$ cat config.mk
export PLATFORM = sky130hd
export DESIGN_NAME = qom_seq
export DESIGN_NICKNAME = d
export VERILOG_FILES = /design/src/rtl/qom_pkg.sv /design/src/rtl/qom_timebase.sv /design/src/rtl/qom_table.sv /design/src/rtl/qom_match.sv /design/src/rtl/qom_loop.sv /design/src/rtl/qom_seq.sv
export SDC_FILE = /design/constraint.sdc
export NUM_CORES = 1
export LEC_CHECK = 0
export BUFFER_PORTS_ARGS = -buffer_cell sky130_fd_sc_hd__buf_2
export CAP_MARGIN = 20
export CORE_ASPECT_RATIO = 0.6
export CORE_MARGIN = 3
export CORE_UTILIZATION = 61
export DETAILED_ROUTE_END_ITERATION = 8
export PLACE_DENSITY = 0.81
export SLEW_MARGIN = 20
export SYNTH_ARGS = -nofsm -noshare
export SYNTH_HDL_FRONTEND = slang
export SYNTH_HIERARCHICAL = 1
export SYNTH_SLANG_ARGS = --single-unit
$ cat constraint.sdc
create_clock -name clk -period 5.1 [get_ports clk]
set_input_delay 0.255 -clock clk [delete_from_list [all_inputs] [get_ports clk]]
set_output_delay 0.255 -clock clk [all_outputs]
set_load 0.005 [all_outputs]
$ cat src/rtl/qom_pkg.sv
package qom_pkg;

  typedef enum logic [1:0] {
    LOOP_ONCE    = 2'd0,
    LOOP_COUNTED = 2'd1,
    LOOP_ENDLESS = 2'd2,
    LOOP_SPARE   = 2'd3
  } loop_mode_e;

endpackage

$ cat src/rtl/qom_timebase.sv
module qom_timebase #(
  parameter int TW = 16
) (
  input  logic          clk,
  input  logic          rst_n,
  output logic [TW-1:0] count
);

  logic [TW-1:0] count_n;

  always_comb begin
    count_n = count + 1'b1;
  end

  always_ff @(posedge clk or negedge rst_n) begin
    if (!rst_n) count <= '0;
    else        count <= count_n;
  end

endmodule

$ cat src/rtl/qom_table.sv
module qom_table #(
  parameter int TW    = 16,
  parameter int DEPTH = 8,
  localparam int AW   = $clog2(DEPTH)
) (
  input  logic          clk,
  input  logic          rst_n,
  input  logic          we,
  input  logic [AW-1:0] waddr,
  input  logic [TW-1:0] wstep,
  input  logic          wlvl,
  input  logic [AW-1:0] step_idx,
  output logic [TW-1:0] step_rd,
  input  logic [AW-1:0] lvl_idx,
  output logic          lvl_rd
);

  logic [TW-1:0] step_mem [DEPTH];
  logic          lvl_mem  [DEPTH];

  for (genvar i = 0; i < DEPTH; i++) begin : g_entry
    logic wen;
    assign wen = we && (waddr == AW'(i));

    always_ff @(posedge clk or negedge rst_n) begin
      if (!rst_n) begin
        step_mem[i] <= '0;
        lvl_mem[i]  <= 1'b0;
      end else if (wen) begin
        step_mem[i] <= wstep;
        lvl_mem[i]  <= wlvl;
      end
    end
  end

  assign step_rd = step_mem[step_idx];
  assign lvl_rd  = lvl_mem[lvl_idx];

endmodule

$ cat src/rtl/qom_match.sv
module qom_match #(
  parameter int TW = 16
) (
  input  logic          clk,
  input  logic          rst_n,
  input  logic          load,
  input  logic          advance,
  input  logic [TW-1:0] base,
  input  logic [TW-1:0] step,
  input  logic [TW-1:0] now,
  output logic [TW-1:0] target,
  output logic          equal
);

  logic [TW-1:0] target_n;

  always_comb begin
    target_n = target;
    if (load)         target_n = base + step;
    else if (advance) target_n = target + step;
  end

  always_ff @(posedge clk or negedge rst_n) begin
    if (!rst_n) target <= '0;
    else        target <= target_n;
  end

  assign equal = (now == target);

endmodule

$ cat src/rtl/qom_loop.sv
module qom_loop
  import qom_pkg::*;
#(
  parameter int CW = 8
) (
  input  logic          clk,
  input  logic          rst_n,
  input  logic          load,
  input  logic [1:0]    mode_in,
  input  logic [CW-1:0] count_in,
  input  logic          pass_end,
  output logic          again,
  output loop_mode_e    mode_q
);

  logic [CW-1:0] left_q, left_n;
  loop_mode_e    mode_n;
  logic          more_left;

  assign more_left = (left_q > CW'(1));

  always_comb begin
    mode_n = mode_q;
    left_n = left_q;
    if (load) begin
      mode_n = loop_mode_e'(mode_in);
      left_n = (count_in == '0) ? CW'(1) : count_in;
    end else if (pass_end && mode_q == LOOP_COUNTED && more_left) begin
      left_n = left_q - 1'b1;
    end
  end

  always_ff @(posedge clk or negedge rst_n) begin
    if (!rst_n) begin
      mode_q <= LOOP_ONCE;
      left_q <= '0;
    end else begin
      mode_q <= mode_n;
      left_q <= left_n;
    end
  end

  assign again = (mode_q == LOOP_ENDLESS) ||
                 ((mode_q == LOOP_COUNTED) && more_left);

endmodule

$ cat src/rtl/qom_seq.sv
module qom_seq
  import qom_pkg::*;
#(
  parameter int TW    = 16,
  parameter int DEPTH = 8,
  parameter int CW    = 8,
  localparam int AW   = $clog2(DEPTH)
) (
  input  logic          clk,
  input  logic          rst_n,
  input  logic          tbl_we,
  input  logic [AW-1:0] tbl_addr,
  input  logic [TW-1:0] tbl_step,
  input  logic          tbl_lvl,
  input  logic [1:0]    loop_mode,
  input  logic [CW-1:0] loop_count,
  input  logic [AW-1:0] last_idx,
  input  logic          ref_sel,
  input  logic [TW-1:0] ref_time,
  input  logic          sw_start,
  input  logic          link_start,
  input  logic          drv_mode,
  input  logic          drv_val,
  output logic [TW-1:0] tnow,
  output logic          pin,
  output logic          busy,
  output logic          done
);

  logic          busy_q, busy_n;
  logic          done_q, done_n;
  logic          pin_q, pin_n;
  logic [AW-1:0] idx_q, idx_n;
  logic [AW-1:0] last_q, last_n;

  logic          start, hit, at_last, pass_end, again, finish, advance;
  logic [AW-1:0] next_idx;
  logic [TW-1:0] step_rd, base_sel, target;
  logic          lvl_rd, equal;
  loop_mode_e    mode_cur;

  qom_timebase #(.TW(TW)) u_tb (
    .clk   (clk),
    .rst_n (rst_n),
    .count (tnow)
  );

  assign start    = (sw_start | link_start) & ~drv_mode;
  assign hit      = busy_q & equal & ~drv_mode & ~start;
  assign at_last  = (idx_q == last_q);
  assign pass_end = hit & at_last;
  assign finish   = pass_end & ~again;
  assign advance  = hit & ~finish;
  assign base_sel = ref_sel ? ref_time : tnow;

  always_comb begin
    if (start || at_last) next_idx = '0;
    else                  next_idx = idx_q + 1'b1;
  end

  qom_table #(.TW(TW), .DEPTH(DEPTH)) u_table (
    .clk      (clk),
    .rst_n    (rst_n),
    .we       (tbl_we),
    .waddr    (tbl_addr),
    .wstep    (tbl_step),
    .wlvl     (tbl_lvl),
    .step_idx (next_idx),
    .step_rd  (step_rd),
    .lvl_idx  (idx_q),
    .lvl_rd   (lvl_rd)
  );

  qom_match #(.TW(TW)) u_match (
    .clk     (clk),
    .rst_n   (rst_n),
    .load    (start),
    .advance (advance),
    .base    (base_sel),
    .step    (step_rd),
    .now     (tnow),
    .target  (target),
    .equal   (equal)
  );

  qom_loop #(.CW(CW)) u_loop (
    .clk      (clk),
    .rst_n    (rst_n),
    .load     (start),
    .mode_in  (loop_mode),
    .count_in (loop_count),
    .pass_end (pass_end),
    .again    (again),
    .mode_q   (mode_cur)
  );

  always_comb begin
    busy_n = busy_q;
    done_n = done_q;
    pin_n  = pin_q;
    idx_n  = idx_q;
    last_n = last_q;
    if (drv_mode) begin
      busy_n = 1'b0;
      done_n = 1'b0;
      pin_n  = drv_val;
    end else if (start) begin
      busy_n = 1'b1;
      done_n = 1'b0;
      idx_n  = '0;
      last_n = last_idx;
    end else if (hit) begin
      pin_n = lvl_rd;
      idx_n = next_idx;
      if (finish) begin
        busy_n = 1'b0;
        done_n = 1'b1;
      end
    end
  end

  always_ff @(posedge clk or negedge rst_n) begin
    if (!rst_n) begin
      busy_q <= 1'b0;
      done_q <= 1'b0;
      pin_q  <= 1'b0;
      idx_q  <= '0;
      last_q <= '0;
    end else begin
      busy_q <= busy_n;
      done_q <= done_n;
      pin_q  <= pin_n;
      idx_q  <= idx_n;
      last_q <= last_n;
    end
  end

  assign pin  = pin_q;
  assign busy = busy_q;
  assign done = done_q;

endmodule

==> impl_metrics.py <==
metrics = {
    "run_status": {
        "outcome": "finished clean",
    },
    "global_routing": {
        "grt_max_degree": 94,
        "grt_overflow": 0,
        "antenna_found_initial": 2,
        "grt_pass1_vias": 6624,
        "grt_pass1_wl_mm": 36.2,
        "grt.total_usage": 0.258,
    },
    "logic_synthesis": {
        "synth_adder_area_share": 0.0256,
        "yosys_warnings": 6,
        "synth_compound_area_frac": 0.0599,
        "synth_cell_types": 68,
        "synth-xor-area-share": 0.0435,
        "synth-simple-area-share": 0.0796,
        "syn-num-nets": 828,
        "netlist_top_cells_area": "dfrtp_1 (47%), mux2_2 (20%), mux4_2 (6.3%), xnor2_1 (2.4%), ha_1 (2.4%)",
        "yosysTopAreaCell": "dfrtp_1",
        "synth_top_cell_area_share": 0.465,
        "ys_ff_latch": 187,
        "yosys.cell_count.top_type": "dfrtp_1",
        "syn_avg_cell_area_um2": 13.4,
        "synth_top_family_by_area": "multiplexers",
        "muxShareOfSynthArea": 0.299,
        "synth_commonest_cells": "dfrtp_1 (187), mux2_2 (179), nand2_1 (29), mux4_2 (28), xnor2_1 (28)",
        "synthCells": 751,
        "synth_edf_count": 0,
        "synthArstFlopShare": 1.00,
        "syn-cell-area_um2": 10100,
        "yosysSeqAreaShare": 0.465,
        "synth_ff_type": "dfrtp_1",
    },
    "sta": {
        "relSlewSlack": 0.338,
        "fin_crit_ns": 4.35,
        "fin_tns_setup_ns": 0,
        "setup-violations-final": 0,
        "finalCritPeriodShare": 0.853,
        "hold_slack_ns": 0.0453,
        "worstMarginPinSlew_ns": 0.989,
        "finalHoldViolCount": 0,
        "drv_slew": 0,
        "fmax_ghz": 0.230,
        "skew_ns": 0.0155,
        "rsz0062_at_grt": "no",
    },
    "setup_path": {
        "worstSetupPathType": "register to register",
        "cp-end-kind": "register",
        "required_ns": 5.44,
        "start_kind": "register",
        "path_max_fanout": 23,
        "worstPathArrival_ns": 4.70,
    },
    "cells_and_area": {
        "register_area_um2": 4680,
        "stdcell_count": 1032,
        "area_growth_pct": 10.9,
        "fillers": 1050,
        "multi_input_area_um2": 5120,
        "drive_above_1_share": 0.438,
        "diodes": 0,
        "final_nets": 893,
    },
    "placed_design": {
        "finalWeightedCongestion": 0.874,
        "io_buffers": 75,
        "dp_hpwl_mm": 15.4,
        "place_inst": 999,
    },
    "floorplanning": {
        "core_area_um2": 15700,
        "boundaryPins": 76,
        "start_util": 0.640,
        "rows": 35,
        "dieArea_um2": 18100,
        "fp.dieH_um": 105,
        "die_width_um": 172,
    },
    "drt": {
        "wl_met3_mm": 1.32,
        "vias": 6583,
        "viasPerCell": 6.38,
        "wirelength_mm": 22.5,
        "drc": 0,
        "dr_wl_met2_mm": 10.1,
        "top_layer_used": "met5",
        "wl_met1_mm": 10.9,
        "ant_nets": 0,
        "wire_per_inst_um": 21.8,
        "drt-initial-drc-count": 647,
        "firstDrtPassIters": 8,
    },
    "clock_tree": {
        "clkLatencyLatePin_ns": 0.44,
        "numCtsBuffers": 17,
        "h-tree-depth": 4,
        "cts_buffer_depth": 2,
        "ctsResizeCount": 0,
        "root_buffer": "clkbuf_16",
        "cts_tree": "built",
        "clk_pin_slew_ns": 0.08,
        "numClockSinks": 187,
    },
    "power_and_ir_drop": {
        "power.density_nw_per_um2": 533,
        "p_leak_nw": 4.78,
        "ir_worst_vdd_mv": 0.413,
    },
    "worst_hold_path": {
        "hold_class": "input pin to register",
    },
    "flow_run": {
        "drv_cap": 0,
    },
}
placed cells by master, fill, tap and decap left out, drive strengths merged, types with 3 or more instances in the layout:
cell type  count
o21ai         28
xnor2         28
buf           82
mux4          34
nand4         11
dfrtp        187
a31o           4
a311oi         3
xor2          22
nand2         29
a211o          3
and2           5
clkbuf        17
nand3         10
mux2         189
ha            19
nand2b         5
mux2i          5
a211oi         3
inv           19
nor3          11
nor4          11
nor2          23
a21oi         22
and4bb         4
o211ai         5
or3            7
nand4b         3
clkinv         6
layout make-up:
class | instances | area share
flip-flops and latches | 187 | 0.419
repair buffers | 83 | 0.0421
clock buffers | 17 | 0.0381
well taps | 203 | 0.0228
multi-input cells | 516 | 0.459
inverters | 11 | 0.00370
clock inverters | 15 | 0.0148
through the flow:
step                      setup WS [ns]  instance area (um2)  total power, W  utilization
final                             0.747                11200         0.00595        0.710
after global routing              0.460                11200         0.00629        0.710
after CTS                         0.799                11100         0.00592        0.709
after detailed placement          0.842                10500         0.00458        0.671
after global placement            0.943                10500         0.00449        0.671
after floorplan                    1.37                10100         0.00395            -
power breakdown:
group / switching, W / total [W] / internal (W)
combinational: 0.00133 / 0.00258 / 0.00126
clock: 0.000654 / 0.00131 / 0.000659
sequential: 0.000238 / 0.00205 / 0.00181
cell families after synthesis:
family | count (synthesis)
XOR/XNOR | 50
buffers and inverters | 48
flip-flops | 187
AO/OA/AOI/OAI | 86
multiplexers | 228
adder cells (fa/ha/maj) | 20
AND/OR/NAND/NOR | 132
worst max-delay path, cell delays in order, from the launching register on:
cell	delay, ns
dfrtp_1	0.57
xnor2_1	0.17
a31o_4	0.28
nor2_4	0.38
buf_12	0.28
mux4_2	0.53
mux2_2	0.28
ha_1	0.36
a21oi_1	0.39
o21ai_0	0.25
a211o_1	0.35
o21a_1	0.19
o31ai_1	0.22
routing by layer:
layer,track usage,vias up
met5,0,-
met4,0.0552,4
met3,0.0682,23
met2,0.377,186
met1,0.392,3411
li1,-,2959
registers in the layout, indices dropped and copies added (netlist names):
signal,cells
u_table/step_mem,128
u_match/target,16
u_tb/count,16
u_loop/left_q,8
u_table/lvl_mem,8
idx_q,3
last_q,3
u_loop/mode_q,2
busy,1
done,1
pin,1
worst paths after layout:
| path | from | end | slack (ns) | cells after the start |
|---|---|---|---|---|
| max in group asynchronous | rst_n | u_table/step_mem[18]$_DFFE_PN0P_ | 3.43 | 3 |
| worst min-delay path | loop_count[1] | u_loop/left_q[1]$_DFFE_PN0P_ | 0.05 | 3 |
| min in group asynchronous | rst_n | u_table/step_mem[59]$_DFFE_PN0P_ | 0.45 | 2 |
| worst max-delay path | idx_q[0]$_DFFE_PN0P_ | u_match/target[14]$_DFFE_PN0P_ | 0.75 | 12 |
| worst min register to register | done$_DFFE_PN0P_ | done$_DFFE_PN0P_ | 0.50 | 1 |
| worst max register to register | idx_q[0]$_DFFE_PN0P_ | u_match/target[14]$_DFFE_PN0P_ | 0.75 | 12 |
repair_timing:
item                                   4_1_cts  5_1_grt
hold buffers                                 1        0
buffers inserted                             0        0
endpoints found under the hold margin       91        0
(Power assumes the default switching activity.)
